File: src/rtl/sdi_pkg.sv
package sdi_pkg;
  localparam int ADDR_W = 7;
  localparam int NIB_W  = 4;
  localparam int CMD_W  = 9;
  localparam int N_STB  = 9;

  localparam int STB_SYS_OFF  = 0;
  localparam int STB_SYS_ON   = 1;
  localparam int STB_LCD_OFF  = 2;
  localparam int STB_LCD_ON   = 3;
  localparam int STB_TONE_OFF = 4;
  localparam int STB_TONE_HI  = 5;
  localparam int STB_TONE_LO  = 6;
  localparam int STB_IRQ_DIS  = 7;
  localparam int STB_IRQ_EN   = 8;

  typedef enum logic [2:0] {
    ST_ID, ST_ADDR, ST_RDATA, ST_WDATA, ST_CMD, ST_SKIP
  } sdi_state_e;
endpackage

File: src/rtl/sdi_sync.sv
module sdi_sync #(
  parameter int          W       = 1,
  parameter logic [W-1:0] RST_VAL = '0
) (
  input  logic         clk_i,
  input  logic         rst_ni,
  input  logic [W-1:0] d_i,
  output logic [W-1:0] q_o
);
  logic [W-1:0] s1_q, s2_q;

  always_ff @(posedge clk_i or negedge rst_ni) begin
    if (!rst_ni) begin
      s1_q <= RST_VAL;
      s2_q <= RST_VAL;
    end else begin
      s1_q <= d_i;
      s2_q <= s1_q;
    end
  end

  assign q_o = s2_q;
endmodule

File: src/rtl/sdi_ram.sv
module sdi_ram #(
  parameter int DEPTH = 96,
  parameter int AW    = 7,
  parameter int DW    = 4
) (
  input  logic          clk_i,
  input  logic          we_i,
  input  logic [AW-1:0] waddr_i,
  input  logic [DW-1:0] wdata_i,
  input  logic [AW-1:0] raddr_i,
  output logic [DW-1:0] rdata_o
);
  localparam logic [AW-1:0] LAST = AW'(DEPTH - 1);

  logic [DW-1:0] mem [DEPTH];

  always_ff @(posedge clk_i) begin
    if (we_i && waddr_i <= LAST) mem[waddr_i] <= wdata_i;
  end

  // unbacked addresses read as zero
  assign rdata_o = (raddr_i <= LAST) ? mem[raddr_i] : '0;
endmodule

File: src/rtl/sdi_cmd_dec.sv
module sdi_cmd_dec
  import sdi_pkg::*;
(
  input  logic [CMD_W-2:0] code_i,
  output logic [N_STB-1:0] hit_o
);
  always_comb begin
    hit_o = '0;
    casez (code_i)
      8'b0000_0000: hit_o[STB_SYS_OFF]  = 1'b1;
      8'b0000_0001: hit_o[STB_SYS_ON]   = 1'b1;
      8'b0000_0010: hit_o[STB_LCD_OFF]  = 1'b1;
      8'b0000_0011: hit_o[STB_LCD_ON]   = 1'b1;
      8'b0000_1000: hit_o[STB_TONE_OFF] = 1'b1;
      8'b010?_????: hit_o[STB_TONE_HI]  = 1'b1;
      8'b0110_????: hit_o[STB_TONE_LO]  = 1'b1;
      8'b100?_0???: hit_o[STB_IRQ_DIS]  = 1'b1;
      8'b100?_1???: hit_o[STB_IRQ_EN]   = 1'b1;
      default:      hit_o = '0;
    endcase
  end
endmodule

File: src/rtl/ser_disp_if.sv
module ser_disp_if
  import sdi_pkg::*;
#(
  parameter int DEPTH = 96
) (
  input  logic             clk_i,
  input  logic             rst_ni,
  input  logic             cs_ni,
  input  logic             wr_i,
  input  logic             rd_i,
  input  logic             data_i,
  output logic             data_o,
  output logic             data_oe_o,
  output logic [N_STB-1:0] cmd_stb_o
);
  localparam logic [ADDR_W-1:0] LAST = ADDR_W'(DEPTH - 1);

  logic [3:0] pins_s;
  logic cs_s, wr_s, rd_s, din_s;
  logic wr_d, rd_d;

  sdi_sync #(.W(4), .RST_VAL(4'b1111)) u_sync (
    .clk_i (clk_i),
    .rst_ni(rst_ni),
    .d_i   ({cs_ni, wr_i, rd_i, data_i}),
    .q_o   (pins_s)
  );
  assign {cs_s, wr_s, rd_s, din_s} = pins_s;

  always_ff @(posedge clk_i or negedge rst_ni) begin
    if (!rst_ni) begin
      wr_d <= 1'b1;
      rd_d <= 1'b1;
    end else begin
      wr_d <= wr_s;
      rd_d <= rd_s;
    end
  end

  logic wr_rise, rd_fall, rd_rise;
  assign wr_rise = wr_s & ~wr_d;
  assign rd_fall = ~rd_s & rd_d;
  assign rd_rise = rd_s & ~rd_d;

  sdi_state_e        st;
  logic [CMD_W-1:0]  sh;
  logic [CMD_W-1:0]  sh_next;
  logic [3:0]        cnt;
  logic              is_rd;
  logic [ADDR_W-1:0] addr;
  logic [ADDR_W-1:0] addr_inc;
  logic [NIB_W-2:0]  wnib;
  logic [2:0]        rbits;
  logic              rd_act;
  logic              data_q, oe_q;
  logic [N_STB-1:0]  stb_q;
  logic [N_STB-1:0]  dec_hit;
  logic [NIB_W-1:0]  rd_nib;
  logic              ram_we;
  logic [NIB_W-1:0]  ram_wdata;

  assign sh_next  = {sh[CMD_W-2:0], din_s};
  assign addr_inc = (addr == LAST) ? '0 : addr + 1'b1;

  sdi_cmd_dec u_dec (
    .code_i(sh_next[CMD_W-1:1]),
    .hit_o (dec_hit)
  );

  assign ram_we    = wr_rise && !cs_s && st == ST_WDATA && cnt == 4'd3;
  assign ram_wdata = {din_s, wnib};

  sdi_ram #(.DEPTH(DEPTH), .AW(ADDR_W), .DW(NIB_W)) u_ram (
    .clk_i  (clk_i),
    .we_i   (ram_we),
    .waddr_i(addr),
    .wdata_i(ram_wdata),
    .raddr_i(addr),
    .rdata_o(rd_nib)
  );

  always_ff @(posedge clk_i or negedge rst_ni) begin
    if (!rst_ni) begin
      st     <= ST_ID;
      sh     <= '0;
      cnt    <= '0;
      is_rd  <= 1'b0;
      addr   <= '0;
      wnib   <= '0;
      rbits  <= '0;
      rd_act <= 1'b0;
      data_q <= 1'b1;
      oe_q   <= 1'b0;
      stb_q  <= '0;
    end else begin
      stb_q <= '0;
      oe_q  <= ~cs_s & (st == ST_RDATA || rd_act);
      if (cs_s) begin
        st     <= ST_ID;
        cnt    <= '0;
        rbits  <= '0;
        rd_act <= 1'b0;
      end else begin
        if (wr_rise) begin
          unique case (st)
            ST_ID: begin
              sh  <= sh_next;
              cnt <= cnt + 1'b1;
              if (cnt == 4'd2) begin
                cnt <= '0;
                unique case (sh_next[2:0])
                  3'b110:  begin st <= ST_ADDR; is_rd <= 1'b1; end
                  3'b101:  begin st <= ST_ADDR; is_rd <= 1'b0; end
                  3'b100:  st <= ST_CMD;
                  default: st <= ST_SKIP;
                endcase
              end
            end
            ST_ADDR: begin
              sh  <= sh_next;
              cnt <= cnt + 1'b1;
              if (cnt == 4'd6) begin
                cnt    <= '0;
                addr   <= sh_next[ADDR_W-1:0];
                st     <= is_rd ? ST_RDATA : ST_WDATA;
                rbits  <= '0;
                rd_act <= 1'b0;
              end
            end
            ST_WDATA: begin
              cnt <= cnt + 1'b1;
              if (cnt != 4'd3) wnib[cnt[1:0]] <= din_s;
              else begin
                cnt    <= '0;
                addr   <= addr_inc;
                rbits  <= '0;
                rd_act <= 1'b0;
              end
            end
            ST_CMD: begin
              sh  <= sh_next;
              cnt <= cnt + 1'b1;
              if (cnt == 4'd8) begin
                cnt   <= '0;
                stb_q <= dec_hit;
              end
            end
            default: ;
          endcase
        end
        if (rd_fall && st == ST_RDATA) begin
          data_q <= rd_nib[cnt[1:0]];
          cnt    <= cnt + 1'b1;
          if (cnt == 4'd3) begin
            cnt  <= '0;
            addr <= addr_inc;
          end
        end
        // read half of read-modify-write: address held until write nibble
        if (rd_fall && st == ST_WDATA && rbits != 3'd4) begin
          data_q <= rd_nib[rbits[1:0]];
          rbits  <= rbits + 1'b1;
          rd_act <= 1'b1;
        end
        if (rd_rise && rbits == 3'd4) rd_act <= 1'b0;
      end
    end
  end

  assign data_o    = data_q;
  assign data_oe_o = oe_q;
  assign cmd_stb_o = stb_q;
endmodule

File: config.mk
export PLATFORM = sky130hd
export DESIGN_NAME = ser_disp_if
export DESIGN_NICKNAME = d
export VERILOG_FILES = /design/src/rtl/sdi_pkg.sv /design/src/rtl/sdi_sync.sv /design/src/rtl/sdi_ram.sv /design/src/rtl/sdi_cmd_dec.sv /design/src/rtl/ser_disp_if.sv
export SDC_FILE = /design/constraint.sdc
export NUM_CORES = 1
export LEC_CHECK = 0
export ABC_AREA = 0
export BUFFER_PORTS_ARGS = -buffer_cell sky130_fd_sc_hd__buf_2
export CAP_MARGIN = 10
export CORE_MARGIN = 3
export CORE_UTILIZATION = 60
export CTS_BUF_LIST = sky130_fd_sc_hd__clkbuf_4 sky130_fd_sc_hd__clkbuf_8
export DETAILED_ROUTE_END_ITERATION = 10
export GPL_TIMING_DRIVEN = 0
export PLACE_DENSITY = 0.78
export SLEW_MARGIN = 20
export SYNTH_ARGS = -nofsm -noshare
export SYNTH_HDL_FRONTEND = slang
export SYNTH_SLANG_ARGS = --single-unit
File: constraint.sdc
create_clock -name clk_i -period 2.97 [get_ports clk_i]
set_input_delay 0.594 -clock clk_i [delete_from_list [all_inputs] [get_ports clk_i]]
set_output_delay 0.594 -clock clk_i [all_outputs]
set_load 0.02 [all_outputs]
After elaboration in Yosys (flattened, before gate mapping)
Memory sizes are Yosys's and may differ from the RTL's. Cells that the tools add are included.

Add/sub/neg operators: 3. Magnitude comparators: 4. Equality and inequality tests: 29. Mux-type cells: 62. Bitwise logic cells: 8. Reduce and logical (&&, ||, !) cells: 33.

Operator list (count): $mux 7 (6); $mux 4 (9); $mux 9 (4); $mux 3 (9); $mux 1 (23); $pmux 3 s2 (3); $eq 8x2->1 const B (2); $pmux 4 s4 (1); $reduce_and 4->1 (4); $eq 3x3->1 const B (5); $pmux 7 s2 (1); $eq 4x4->1 const B (3); $eq 3x2->1 const B (3); $logic_and 1x1->1 (9); $reduce_bool 3->1 (3); $eq 4x2->1 const B (2); $eq 4x3->1 const B (2); $eq 8x1->1 const B (1); $eq 8x4->1 const B (1); $logic_not 8->1 (1); $ne 4x2->1 const B (2); $reduce_bool 4->1 (2); $add 7x1->7 const B (1); $eq 7x7->1 const B (1); 28 further kinds (41).

Register bits: 51. Bits in writable memories: 384. Input bits: 6. Memories: 1.

Memory list: u_ram.mem (words 96, width 4, rd ports 1, clocked after Yosys merged registers in 0, write ports 1, RTL line sdi_ram.sv:15) `logic [DW-1:0] mem [DEPTH];`.

Depth between registers and ports, before layout
Depth after elaboration: 8. Depth in mapped cells: 13.

Hierarchy
Synthesis repeated with hierarchy kept, for this count alone.

Cell total of the unflattened synthesis: 1031. Area total of the unflattened synthesis: 18087.3 µm².

Modules (own cells, without submodules): sdi_ram (times used 1, cells an instance 785, area each 15483.6 µm²); ser_disp_if (times used 1, cells an instance 222, area each 2289.7 µm²); sdi_sync (times used 1, cells an instance 8, area each 210.2 µm²); sdi_cmd_dec (times used 1, cells an instance 16, area each 103.8 µm²).

Worst setup path after synthesis
OpenSTA, ideal clock, no wires.

Kind: flip-flop to flip-flop. From: register addr[1]. To: memory u_ram.mem[58][0] (enable). Setup time: 0.330 ns. Data arrival time: 2.135 ns. Required time: 2.640 ns. Setup slack: 0.504 ns. Cell stages (with the launch flop): 12. Buffers on the path: 3. Period minus slack after synthesis: 2.466 ns. Path through: dfrtp_1 -> buf_6 -> and2_1 -> buf_2 -> nand2_1 -> nor3b_1 -> o21ai_0 -> nor3b_2 -> and2_1 -> nand2_1 -> buf_2 -> nor2_1.

Longest elaborated chain between the ends: 4.

Ends and longest elaborated chain: from (decl) (RTL line ser_disp_if.sv:50) `logic [ADDR_W-1:0] addr;`; from (signal assigned) (RTL line ser_disp_if.sv:124) `addr <= sh_next[ADDR_W-1:0];`; from (signal assigned) (RTL line ser_disp_if.sv:135) `addr <= addr_inc;`; from (signal assigned) (RTL line ser_disp_if.sv:156) `addr <= addr_inc;`; $le 7x7->1 (RTL line sdi_ram.sv:18) `if (we_i && waddr_i <= LAST) mem[waddr_i] <= wdata_i;`; $logic_and 1x1->1 (RTL line sdi_ram.sv:18); $mux 1 (RTL line sdi_ram.sv:18); $mux 1 (not written as such) (RTL line sdi_ram.sv:18); to (decl) (RTL line sdi_ram.sv:15).

Parallel ways exist; a longest one is shown, timed or not.

Final worst setup path
From: register addr[0]. To: register data_q, in the netlist data_o.

Longest elaborated chain between the ends: 6.

Ends and longest elaborated chain: $mem_v2 96x4 / $le 7x7->1 (equally long branches); $mux 4 (*) (RTL line sdi_ram.sv:22) `assign rdata_o = (raddr_i <= LAST) ? mem[raddr_i] : '0;`; $bmux 1 s2 (RTL line ser_disp_if.sv:152) `data_q <= rd_nib[cnt[1:0]];`; $mux 1 (not written as such) (RTL line ser_disp_if.sv:152); $mux 1 (RTL line ser_disp_if.sv:151) `if (rd_fall && st == ST_RDATA) begin`; $mux 1 (*) (RTL line ser_disp_if.sv:160) `if (rd_fall && st == ST_WDATA && rbits != 3'd4) begin`; to (signal assigned) (RTL line ser_disp_if.sv:152); to (signal assigned) (RTL line ser_disp_if.sv:161) `data_q <= rd_nib[rbits[1:0]];`; to (decl) (RTL line ser_disp_if.sv:55) `logic data_q, oe_q;`.

Mark *: on every way between the ends. The rest lies on a longest branch, timed or not. The select of a mux whose other input is x is not followed. A chain may end at the register's enable or synchronous reset.

==> impl_results.md <==
* Outcome: finished with violations
* Failing checks: negative setup slack
* Largest cells by area after synthesis: edfxtp_1 (63%), dfrtp_1 (5.5%), mux2_2 (3.5%), nor2_1 (2.9%), mux4_2 (2.0%)
* Total negative setup slack at -53.5 ps
* Final hold slack at 26.5 ps
* Synth async-reset ratio at 11.7%
* Iter 0 DRT Violations at 2204
* Largest net degree at the start of global routing at 78
* Total power at 0.0124 W
* VDD IR-drop max at 424 uV
* DRT antenna net count at 0
* Cells after synthesis at 1203
* Final Worst Setup Slack at -53.5 ps
* Final core occ at 69.9%
* Flops & latches, synth at 435
* R2R setup slack at -50 ps
* Max-Cap Viols at 0
* # diodes at 0
* Total gr overflow at 0
* Part of the cycle the worst path needs at 102%
* Clock-pin slew on the worst setup and hold paths at 60 ps
* Hold/Removal Path Class: input port to asynchronous set/reset pin
* Global-route wire length before repair at 80600 microns
* Fin nets at 1311
* Synth Net Count at 1216
* Layout area overhead at 14.1%
* IO Port Bufs at 16
* Unrepaired setup endpoints after global routing: true
* Die ar. at 32600 sq um
* Placer's final routability congestion estimate at 1.02
* CP required at 3470 ps
* Highest clock rate at 0.331 GHz
* TritonCTS clock tree: yes
* H-Tree Depth at 3
* Min cycle time layout at 3020 ps
* Clock root cell: clkbuf_8
* R2R Path End: data_o
* Vias in the first global route at 11900
* Main flop type after synthesis: edfxtp_1
* Initial Utilization at 61.3%
* Die width at 180 microns
* Wire per inst at 32.1 microns
* Critical Path Max Stage Delay at 750 ps
* CP most frequent cell: o21ai_2
* Tot GR Track Use at 34.1%
* Via count at 12300
* Crit path kind: register to register
* Mapped cell area at 18300 sq um
* Final WL at 55900 microns
* CTS sink count at 435
* Dpl hpwl at 35400 microns
* CTS Buf Count at 69
* Leakage Power at 7.48 nW
* Critical Path Start Type: register
* EDFF count, synth at 384
* Cell row count at 63
* Routed vias/inst at 7.05
* Yosys top cell by area: edfxtp_1
* Share of cells above drive strength 1 at 29.5%
* Critical path, cell by cell: buf_6 -> buf_8 -> nor3b_1 -> a221o_1 -> a211oi_1 -> o31a_1 -> a32oi_2 -> nand2_1 -> o21ai_2 -> o21ai_2 -> o221ai_2
* Max-slew headroom at 40.3%
* Dpl ws at -978 ps
* Clk buf depth at 3
* Initial antenna violation count at 0
* Setup Viol. Count Final at 1
* Clock skew at 30.5 ps
* Slew Viols, Final at 0
* R2R cell count at 11
* Yosys warnings at 0
* Core area at 29800 sq um
* CP max stage cell: nor3b_1
* Share of the synthesized area in the top cell type at 63.1%
* Worst-skew pair later-pin latency at 600 ps
* Crit Reg-Reg Startpoint: addr[0]
* CP Capture Type: register
* DR pass1 iterations at 6
* Power Dens Cells at 594 nW/um^2
* # IOs at 17
* Sequential share of the synthesized area at 70.2%
* Die Ht at 180 microns
* Mean post-synth cell area at 15.2 sq um
* Worst-Margin Slew at 893 ps
* Critical path arrival at 3530 ps
* Hold Vio Cnt, Final at 0
* DRC violations left at 0
* Critical Path Fanout Max at 10
* Unique masters post-synth at 85
## worst max path at each step
stage | from | to | slack (ps) | cells after the start
final | addr[0] | data_o | -50 | 11
after global routing | addr[0] | data_o | -50 | 11
after CTS | addr[0] | data_o | 7 | 12
after detailed placement | addr[2] | u_ram.mem[28][3] | -980 | 8
after global placement | addr[2] | u_ram.mem[60][0] | -870 | 8
after floorplan | addr[1] | u_ram.mem[58][0] | 500 | 11
## cells in the mapped netlist, types with 16 or more instances
master / count
nand3_1: 23
a221oi_1: 32
mux2_2: 57
clkbuf_1: 16
nand2_1: 74
mux2i_1: 34
dfrtp_1: 40
nor2_1: 139
a22oi_1: 34
buf_2: 25
a21oi_1: 43
o211ai_1: 16
edfxtp_1: 384
mux4_2: 16
o21ai_0: 37
## layout by cell type (no fill, tap or decap), types with 6 or more instances in the layout
cell type	count
edfxtp_1	384
clkinv_2	7
a211oi_1	6
clkinv_1	12
inv_1	12
mux4_1	7
and3_1	6
mux4_2	16
mux2i_1	34
buf_6	14
nand3_1	23
a31oi_1	6
clkbuf_1	7
clkbuf_8	72
nor2_2	54
buf_2	30
a21oi_1	43
dfrtp_1	36
nor2_4	31
mux2_2	57
dfstp_2	10
nor3b_1	8
nand2b_1	13
ha_1	7
o221ai_1	10
nand3b_1	7
a221oi_1	31
o21ai_0	35
o211ai_1	16
a22oi_1	34
nor3_1	6
nand2_1	73
nor2b_1	6
nor2_1	56
buf_4	24
clkbuf_4	33
## sequential cells by signal (all words and copies together), names as in the netlist, 3 cells and up
name,count
cmd_stb_o,9
cnt,4
u_sync.q_o,4
sh,8
rbits,3
st,3
wnib,3
addr,7
u_sync.s1_q,4
u_ram.mem,384
## power breakdown
part | leakage [nW] | internal (W) | switching (W)
clock | 0.712 | 0.00268 | 0.00233
combinational | 1.93 | 0.000204 | 0.000441
sequential | 4.83 | 0.00665 | 0.0000816
## what timing repair did
| action | CTS | global route |
|---|---|---|
| hold buffers | 0 | 0 |
| pin swaps | 1 | 1 |
| buffers inserted | 3 | 2 |
| setup endpoints to repair | 385 | 330 |
| resized for setup | 124 | 51 |
## area by class of cell
class / instances / area, sq um
repair buffers: 25 / 235
flip-flops and latches: 435 / 12800
inverters: 14 / 56.3
well taps: 390 / 488
clock buffers: 99 / 1190
plain buffers: 70 / 587
clock inverters: 23 / 139
multi-input cells: 683 / 5300
fillers: 1944 / 8960
## critical path, delay by kind of cell, from the launching register on
kind	cells	cell delay (ps)
simple gates	2	870
compound gates	7	1250
flops	1	360
buf+inv	2	450
## per-layer routing
layer | global-route usage (%) | vias to the layer above | share of wire (%)
met1 | 45.2 | 5946 | 35
met3 | 11.5 | 255 | 15
li1 | - | 4922 | -
met2 | 50.0 | 1134 | 44
met5 | 0 | - | 0
met4 | 19.2 | 0 | 6.2
## through the flow
| step | std cells | cell area, sq um |
|---|---|---|
| floorplan | 1203 | 18300 |
| global placement | 1609 | 18800 |
| CTS | 1738 | 20600 |
| detailed placement | 1613 | 19000 |
| finish | 1739 | 20800 |
| global route | 1739 | 20800 |
## logic make-up (layout without fill, tap and decap cells)
group / Yosys count / count (layout) / share of synthesized area (%)
flops: 435 / 435 / 70.2
simple gates: 316 / 316 / 8.13
compound gates: 240 / 240 / 9.49
mux: 117 / 117 / 8.56
buf+inv: 85 / 231 / 3.00
fa+ha+maj: 7 / 7 / 0.479
xor+xnor: 3 / 3 / 0.144
No activity file was read; power rests on OpenSTA's default activity.
